## src/rtl/dacif_pkg.sv

```systemverilog
package dacif_pkg;
    localparam int FRAME_W  = 16;
    localparam int CODE_W   = 12;
    localparam int NUM_CH   = 2;
    localparam int SEL_BIT  = 15;
    localparam int GAIN_BIT = 13;
    localparam int RUN_BIT  = 12;

    typedef struct packed {
        logic              gain;
        logic              run;
        logic [CODE_W-1:0] code;
    } chan_word_t;
endpackage

```

## src/rtl/dacif_sync.sv

```systemverilog
module dacif_sync #(
    parameter int               WIDTH   = 4,
    parameter int               STAGES  = 2,
    parameter logic [WIDTH-1:0] RST_VAL = '0
) (
    input  logic             clk,
    input  logic             rst_n,
    input  logic [WIDTH-1:0] async_i,
    output logic [WIDTH-1:0] sync_o
);
    logic [STAGES-1:0][WIDTH-1:0] chain_d, chain_q;

    always_comb begin
        chain_d[0] = async_i;
        for (int k = 1; k < STAGES; k++) begin
            chain_d[k] = chain_q[k-1];
        end
    end

    always_ff @(posedge clk or negedge rst_n) begin
        if (!rst_n) chain_q <= {STAGES{RST_VAL}};
        else        chain_q <= chain_d;
    end

    assign sync_o = chain_q[STAGES-1];
endmodule

```

## src/rtl/dacif_rx.sv

```systemverilog
module dacif_rx #(
    parameter int FRAME_W = 16
) (
    input  logic               clk,
    input  logic               rst_n,
    input  logic               sck_s,
    input  logic               sdi_s,
    input  logic               cs_n_s,
    output logic               commit_o,
    output logic [FRAME_W-1:0] word_o
);
    localparam int              CNT_W = $clog2(FRAME_W + 1);
    localparam logic [CNT_W-1:0] FULL = CNT_W'(FRAME_W);

    typedef struct packed {
        logic               sck_prev;
        logic               cs_prev;
        logic [CNT_W-1:0]   cnt;
        logic [FRAME_W-1:0] shreg;
        logic               commit;
        logic [FRAME_W-1:0] word;
    } rx_state_t;

    rx_state_t st_d, st_q;
    logic      sck_rise, cs_rise;

    always_comb begin
        st_d          = st_q;
        st_d.commit   = 1'b0;
        st_d.sck_prev = sck_s;
        st_d.cs_prev  = cs_n_s;
        sck_rise      = sck_s & ~st_q.sck_prev;
        cs_rise       = cs_n_s & ~st_q.cs_prev;
        if (cs_n_s) begin
            st_d.cnt = '0;
            if (cs_rise && st_q.cnt == FULL) begin
                st_d.commit = 1'b1;
                st_d.word   = st_q.shreg;
            end
        end else if (sck_rise && st_q.cnt != FULL) begin
            st_d.shreg = {st_q.shreg[FRAME_W-2:0], sdi_s};
            st_d.cnt   = st_q.cnt + 1'b1;
        end
    end

    always_ff @(posedge clk or negedge rst_n) begin
        if (!rst_n) begin
            st_q          <= '0;
            st_q.sck_prev <= 1'b0;
            st_q.cs_prev  <= 1'b1;
        end else begin
            st_q <= st_d;
        end
    end

    assign commit_o = st_q.commit;
    assign word_o   = st_q.word;


    cnt_cap_chk: assert property (@(posedge clk) disable iff (!rst_n)
        st_q.cnt <= FULL);


    commit_full_chk: assert property (@(posedge clk) disable iff (!rst_n)
        st_q.commit |-> $past(st_q.cnt) == FULL);


    idle_clear_chk: assert property (@(posedge clk) disable iff (!rst_n)
        $past(cs_n_s) |-> st_q.cnt == '0);
endmodule

```

## src/rtl/dacif_bank.sv

```systemverilog
module dacif_bank
    import dacif_pkg::*;
#(
    parameter int NUM_CHAN  = 2,
    parameter int CODE_KEEP = 12
) (
    input  logic                        clk,
    input  logic                        rst_n,
    input  logic                        commit_i,
    input  logic [FRAME_W-1:0]          word_i,
    input  logic                        ldac_n_s,
    output chan_word_t [NUM_CHAN-1:0]   live_o
);
    localparam int SEL_W    = (NUM_CHAN > 1) ? $clog2(NUM_CHAN) : 1;
    localparam int DROP_W   = CODE_W - CODE_KEEP;

    typedef struct packed {
        chan_word_t [NUM_CHAN-1:0] stage;
        chan_word_t [NUM_CHAN-1:0] live;
    } bank_state_t;

    bank_state_t       bk_d, bk_q;
    logic [SEL_W-1:0]  sel;
    logic [CODE_W-1:0] code_in;
    chan_word_t        fresh;

    assign sel = word_i[SEL_BIT -: SEL_W];

    if (CODE_KEEP >= CODE_W) begin : g_full
        assign code_in = word_i[CODE_W-1:0];
    end else begin : g_trunc
        assign code_in = {word_i[CODE_W-1 -: CODE_KEEP], {DROP_W{1'b0}}};
    end

    always_comb begin
        fresh.gain = word_i[GAIN_BIT];
        fresh.run  = word_i[RUN_BIT];
        fresh.code = code_in;
    end

    always_comb begin
        bk_d = bk_q;
        if (commit_i) begin
            for (int ch = 0; ch < NUM_CHAN; ch++) begin
                if (sel == SEL_W'(ch)) bk_d.stage[ch] = fresh;
            end
        end
        if (!ldac_n_s) bk_d.live = bk_q.stage;
    end

    always_ff @(posedge clk or negedge rst_n) begin
        if (!rst_n) bk_q <= '0;
        else        bk_q <= bk_d;
    end

    assign live_o = bk_q.live;

    for (genvar g = 0; g < NUM_CHAN; g++) begin : g_chk

        live_hold_chk: assert property (@(posedge clk) disable iff (!rst_n)
            $past(ldac_n_s) |-> $stable(bk_q.live[g]));


        other_stage_chk: assert property (@(posedge clk) disable iff (!rst_n)
            (commit_i && sel != SEL_W'(g)) |=> $stable(bk_q.stage[g]));

        if (CODE_KEEP < CODE_W) begin : g_low

            low_bits_chk: assert property (@(posedge clk) disable iff (!rst_n)
                bk_q.stage[g].code[DROP_W-1:0] == '0);
        end
    end
endmodule

```

## src/rtl/dual_dac_port.sv

```systemverilog
module dual_dac_port
    import dacif_pkg::*;
#(
    parameter int CODE_KEEP   = 12,
    parameter int SYNC_STAGES = 2
) (
    input  logic              clk,
    input  logic              rst_n,
    input  logic              sck,
    input  logic              sdi,
    input  logic              cs_n,
    input  logic              ldac_n,
    output logic [CODE_W-1:0] code_a,
    output logic [CODE_W-1:0] code_b,
    output logic [1:0]        gain_sel,
    output logic [1:0]        chan_on
);
    logic [3:0]               pins_s;
    logic                     commit;
    logic [FRAME_W-1:0]       word;
    chan_word_t [NUM_CH-1:0]  live;

    dacif_sync #(.WIDTH(4), .STAGES(SYNC_STAGES), .RST_VAL(4'b1100)) u_sync (
        .clk     (clk),
        .rst_n   (rst_n),
        .async_i ({ldac_n, cs_n, sdi, sck}),
        .sync_o  (pins_s)
    );

    dacif_rx #(.FRAME_W(FRAME_W)) u_rx (
        .clk      (clk),
        .rst_n    (rst_n),
        .sck_s    (pins_s[0]),
        .sdi_s    (pins_s[1]),
        .cs_n_s   (pins_s[2]),
        .commit_o (commit),
        .word_o   (word)
    );

    dacif_bank #(.NUM_CHAN(NUM_CH), .CODE_KEEP(CODE_KEEP)) u_bank (
        .clk      (clk),
        .rst_n    (rst_n),
        .commit_i (commit),
        .word_i   (word),
        .ldac_n_s (pins_s[3]),
        .live_o   (live)
    );

    assign code_a   = live[0].code;
    assign code_b   = live[1].code;
    assign gain_sel = {live[1].gain, live[0].gain};
    assign chan_on  = {live[1].run, live[0].run};
endmodule

```

## config.mk

```make
export PLATFORM = sky130hd
export DESIGN_NAME = dual_dac_port
export DESIGN_NICKNAME = d
export VERILOG_FILES = /design/src/rtl/dacif_pkg.sv /design/src/rtl/dacif_sync.sv /design/src/rtl/dacif_rx.sv /design/src/rtl/dacif_bank.sv /design/src/rtl/dual_dac_port.sv
export SDC_FILE = /design/constraint.sdc
export NUM_CORES = 1
export LEC_CHECK = 0
export CORE_ASPECT_RATIO = 0.6
export CORE_MARGIN = 4
export CORE_UTILIZATION = 55
export DETAILED_ROUTE_END_ITERATION = 10
export PLACE_DENSITY = 0.78
export SLEW_MARGIN = 25
export SYNTH_ARGS = -nofsm -noshare
export SYNTH_HDL_FRONTEND = slang
export SYNTH_HIERARCHICAL = 1
export SYNTH_SLANG_ARGS = --single-unit
```

## constraint.sdc

```tcl
create_clock -name clk -period 2.5 [get_ports clk]
set_input_delay 0.75 -clock clk [delete_from_list [all_inputs] [get_ports clk]]
set_output_delay 0.75 -clock clk [all_outputs]
set_load 0.01 [all_outputs]
```

==> results.sh, run 1 <==
export IMPL_drv_cap=0
export IMPL_endpoint_kind="register"
export IMPL_die_w_microns=122
export IMPL_dr_wl_met2_mm=2.46
export IMPL_port_buffers=33
export IMPL_die_y_microns=76.1
export IMPL_swShare_pct=19.7
export IMPL_num_antenna_cells=0
export IMPL_drv_slew=0
export IMPL_root_buffer="clkbuf_16"
export IMPL_drive_above_1_share_pct=43.6
export IMPL_dr_total_vias=1906
export IMPL_wl_per_cell_microns=15.0
export IMPL_antenna_left=0
export IMPL_slowest_stage="or3b_1"
export IMPL_drc=0
export IMPL_holdWs_ps=301
export IMPL_max_freq_mhz=475
export IMPL_crit_path_start_kind="register"
export IMPL_grt_pass1_wl_mm=10.1
export IMPL_gp_congestion=0.770
export IMPL_ys_warn_count=6
export IMPL_top_layer_used="met4"
export IMPL_cts_tree="yes"
export IMPL_setup_ws_ps=394
export IMPL_worstPathArrival_ps=2330
export IMPL_path_cells="inv_1 -> ha_1 -> and4bb_4 -> or3b_1 -> mux2_4"
export IMPL_clk_transition_reported_paths_ps=70
export IMPL_cts_hold_buf=0
export IMPL_min_period_over_period_pct=84.2
export IMPL_synthToLayoutAreaGrowth_pct=9.80
export IMPL_finalSetupViolCount=0
export IMPL_hpwl_mm=3.73
export IMPL_grt_antenna_before_repair=0
export IMPL_timing_rr_end="u_rx/st_q[25]"
export IMPL_slowest_delay_ps=700
export IMPL_critPathTopFamily="simple AND/OR/NAND/NOR gates"
export IMPL_insertion_delay_ps=340
export IMPL_crit_cells=5
export IMPL_grt_pass1_vias=2005
export IMPL_pre_cts_slack_ps=403
export IMPL_cts_buffer_depth=2
export IMPL_power_density_nw_per_um2=750
export IMPL_crit_start="u_rx/st_q[33]"
export IMPL_p_clk_share_pct=44.0
export IMPL_worstSetupPathType="reg -> reg"
export IMPL_avgViaCountPerCell=5.06
export IMPL_hold_path_class="in -> async"
export IMPL_wl_met3_microns=299
export IMPL_worst_slew_pin_slew_ps=823
export IMPL_ctsResizeCount=0
export IMPL_synth_nets=281
export IMPL_wirelength_mm=5.66
export IMPL_cts_htree_levels=3
export IMPL_met1Wirelength_mm=2.83
export IMPL_hold_viol=0
export IMPL_clkSinkCount=103
export IMPL_min_period_ps=2110
export IMPL_status="completed"
export IMPL_first_iter_violations=73
export IMPL_synth_cells=273
export IMPL_pin_count=34
export IMPL_path_max_fanout=16
export IMPL_groute_usage_overall_pct=14.1
export IMPL_rsz0062_at_grt="false"
export IMPL_r2r_start="u_rx/st_q[33]"
export IMPL_start_util_pct=57.6
export IMPL_drt_pass1_iter_count=4
export IMPL_synth_area_sq_um=4250
export IMPL_p_int_mw=2.81
export IMPL_power_frac_comb_pct=4.2
export IMPL_grt_overflow_total=0
export IMPL_slew_headroom_pct=45.1
export IMPL_fin_tns_setup_ps=0
export IMPL_path_buf_inv=1
export IMPL_fin_worst_skew_ps=6.97
export IMPL_cts_setup_buffers=0
export IMPL_power_switching_mw=0.691
export IMPL_die_area_sq_um=9250
export IMPL_coreArea_sq_um=7390
export IMPL_ff2ff_path_depth=5
export IMPL_power_leakage_nw=2.33
export IMPL_grt_max_degree=58
export IMPL_layout_nets=276
export IMPL_numCtsBuffers=9
export IMPL_critPathRequiredTime_ps=2720
export IMPL_r2r_slack_ps=390
export IMPL_synth_avg_cell_area_sq_um=15.6
export IMPL_seq_power_share_pct=51.8
export IMPL_irDropWorstVdd_v=0.000434
export IMPL_rows=24
## through the flow
step / utilization (%) / std cells / cell area [sq um] / total power [mW]
4_1_cts: 63.2 / 377 / 4670 / 3.56
2_1_floorplan: - / 273 / 4250 / 1.92
6_report: 63.2 / 377 / 4670 / 3.50
3_3_place_gp: 58.6 / 361 / 4330 / 1.98
5_1_grt: 63.2 / 377 / 4670 / 3.65
3_5_place_dp: 58.6 / 361 / 4330 / 2.00
## state kept, by name (all words and copies together), names as in the netlist
name and count:
u_bank/bk_q 28, u_bank/live_o 28, u_rx/commit_o 1, u_rx/st_q 23, u_rx/word_o 15, u_sync/chain_d 4
u_sync/sync_o 4
## power by group through the flow
stage | sequential [mW] | clock, mW | combinational [mW]
final | 1.81 | 1.54 | 0.147
after global routing | 1.82 | 1.67 | 0.164
after CTS | 1.81 | 1.59 | 0.151
after detailed placement | 1.84 | 0 | 0.151
after global placement | 1.84 | 0 | 0.146
after floorplan | 1.81 | 0 | 0.113
## how the worst max path moves through the flow
stage	to	slack (ps)
detailed placement	u_rx/st_q[22]	400
finish	u_rx/st_q[25]	390
floorplan	u_rx/st_q[22]	650
global placement	u_rx/st_q[27]	450
CTS	u_rx/st_q[25]	410
global route	u_rx/st_q[27]	300
## cells in the final DEF, fill, tap and decap left out, drive strengths merged
cell type,instances
and2b,1
nand4,2
bufinv,3
clkinv,3
inv,4
buf,5
clkdlybuf4s50,32
dfstp,5
nand2,1
mux2,90
and4bb,1
nor2b,4
nor2,5
a31o,1
clkbuf,10
a211oi,1
mux2i,1
dfrtp,98
nand3b,1
ha,2
nand2b,2
or3b,1
## routing by layer
metal | vias to the layer above | GRT usage (%)
met5 | - | 0
met4 | 0 | 4.03
met3 | 8 | 6.60
met2 | 38 | 19.5
met1 | 976 | 20.0
li1 | 884 | -
## cell type report
type                            count  area, sq um
Sequential cell                   103         2580
Tap cell                          104          130
Timing Repair Buffer               37          370
Inverter                            4         15.0
Multi-Input combinational cell    113         1230
Fill cell                         571         2720
Clock inverter                      6          109
Clock buffer                       10          229
Note: power is estimated with default switching activity, not from simulation.
==> inputs of run 2 (changes only) <==
- CORE_UTILIZATION: 55 -> 52
- PLACE_DENSITY: 0.78 -> 0.77
- clock period: 2.5 -> 1.9 ns (I/O delays scaled with it)
==> run 2 against run 1 <==
  * Clock power increased by 28%
  * Hold slack got worse by 100 ps
  * Global-route usage fell by 0.27 points
  * Routed wire length rose by 4.7%
  * Design area rose by 2.2%
  * Clock skew fell by 1.4 ps
  * Final cell count increased by 3.4%
  * Die area grew 5.3%
  * Critical path depth up 1
  * Critical path type unchanged
  * Largest cell class unchanged
  * Largest power group unchanged
==> results.sh, run 2 (synthesis results as in run 1) <==
export IMPL_grt_antenna_before_repair=0
export IMPL_die_area_sq_um=9730
export IMPL_port_buffers=33
export IMPL_grt_busiest_layer="met2"
export IMPL_status="completed"
export IMPL_cts_htree_levels=3
export IMPL_coreArea_sq_um=7910
export IMPL_min_period_ps=1850
export IMPL_crit_path_start_kind="register"
export IMPL_met1_usage_pct=18.2
export IMPL_numCtsBuffers=9
export IMPL_grt_pass1_wl_mm=10.6
export IMPL_slew_headroom_pct=64.8
export IMPL_wirelength_mm=5.92
export IMPL_worst_slew_pin_slew_ps=528
export IMPL_root_buffer="clkbuf_16"
export IMPL_power_density_nw_per_um2=957
export IMPL_worstPathArrival_ps=2080
export IMPL_synthToLayoutAreaGrowth_pct=12.2
export IMPL_num_antenna_cells=0
export IMPL_power_leakage_nw=2.38
export IMPL_groute_layer_met3_usage_pct=6.12
export IMPL_cts_hold_buf=0
export IMPL_endpoint_kind="register"
export IMPL_hold_viol=0
export IMPL_dr_total_vias=1937
export IMPL_finalSetupViolCount=0
export IMPL_design_area_sq_um=4770
export IMPL_hpwl_mm=4.11
export IMPL_rsz0062_at_grt="false"
export IMPL_max_freq_mhz=541
export IMPL_grtUsageMet2_pct=21.4
export IMPL_place_area_sq_um=4440
export IMPL_drt_pass1_iter_count=4
export IMPL_final_common_cell="dfrtp_1"
export IMPL_grt_overflow_total=0
export IMPL_path_max_fanout=16
export IMPL_grt_pass1_vias=2103
export IMPL_gp_congestion=0.700
export IMPL_drv_cap=0
export IMPL_r2r_slack_ps=50
export IMPL_fin_worst_skew_ps=5.62
export IMPL_drc=0
export IMPL_fin_cells=390
export IMPL_worstSetupPathType="reg -> reg"
export IMPL_cts_buffer_depth=2
export IMPL_start_util_pct=53.7
export IMPL_rows=25
export IMPL_fin_tns_setup_ps=0
export IMPL_die_w_microns=125
export IMPL_wl_per_cell_microns=15.2
export IMPL_groute_usage_overall_pct=13.9
export IMPL_irDropWorstVdd_v=0.000666
export IMPL_die_y_microns=78.0
export IMPL_avgViaCountPerCell=4.97
export IMPL_min_period_over_period_pct=97.4
export IMPL_ctsResizeCount=0
export IMPL_first_iter_violations=67
export IMPL_hold_path_class="in -> async"
export IMPL_final_cell_mix="98 x dfrtp_1, 77 x mux2_2, 32 x clkdlybuf4s50_1"
export IMPL_drv_slew=0
export IMPL_cts_tree="yes"
export IMPL_critPathRequiredTime_ps=2130
export IMPL_grt_max_degree=39
export IMPL_insertion_delay_ps=340
export IMPL_dpl_cell_count=374
export IMPL_layout_nets=285
export IMPL_cts_setup_buffers=0
export IMPL_clkSinkCount=103
export IMPL_pin_count=34
export IMPL_clk_transition_reported_paths_ps=70
export IMPL_drive_above_1_share_pct=45.7
export IMPL_power_mw=4.56
export IMPL_antenna_left=0
[run 2: metal layers]
| metal | vias up | share of wire (%) |
|---|---|---|
| met5 | - | 0 |
| met4 | 0 | 0.52 |
| li1 | 898 | - |
| met2 | 34 | 47 |
| met1 | 999 | 47 |
| met3 | 6 | 5.5 |
[run 2: final timing paths]
kind / start / to / cells past startpoint
setup / recovery: u_rx/st_q[34] / u_rx/st_q[25] / 6
setup reg to reg: u_rx/st_q[34] / u_rx/st_q[25] / 6
max in group asynchronous: rst_n / u_sync/chain_d[6] / 2
hold / removal: rst_n / u_bank/live_o[16] / 1
hold reg to reg: u_sync/chain_d[4] / u_sync/sync_o[0] / 0
min in group clk: u_sync/chain_d[4] / u_sync/sync_o[0] / 0
[run 2: where the power goes]
| part | switching [mW] | internal [mW] | leakage, nW | total, mW |
|---|---|---|---|---|
| clock network | 0.794 | 1.17 | 0.161 | 1.97 |
| registers | 0.0792 | 2.29 | 1.40 | 2.37 |
| logic | 0.0926 | 0.134 | 0.818 | 0.227 |
| total | 0.965 | 3.60 | 2.38 | 4.56 |
[run 2: worst max-delay path, cell delays in order (launching register included)]
cell and delay (ps):
dfrtp_1 400, inv_1 60, ha_1 180, and4bb_4 210, or3b_1 390, buf_12 180
mux2_4 300
[run 2: cell type report]
cell class / count / area, sq um
clock buffers: 9 / 225
flip-flops and latches: 103 / 2580
well taps: 108 / 135
clock inverters: 7 / 104
inverters: 4 / 15.0
multi-input cells: 113 / 1230
repair buffers: 46 / 475
fillers: 590 / 3140
[run 2: through the flow]
stage               hold WS (ps)  utilization [%]  worst slack, ps
global route                 234             60.3             6.21
floorplan                    274                -             53.7
detailed placement           344             56.1             60.4
finish                       201             60.3             50.3
global placement             333             56.1              130
CTS                          213             60.3             45.7
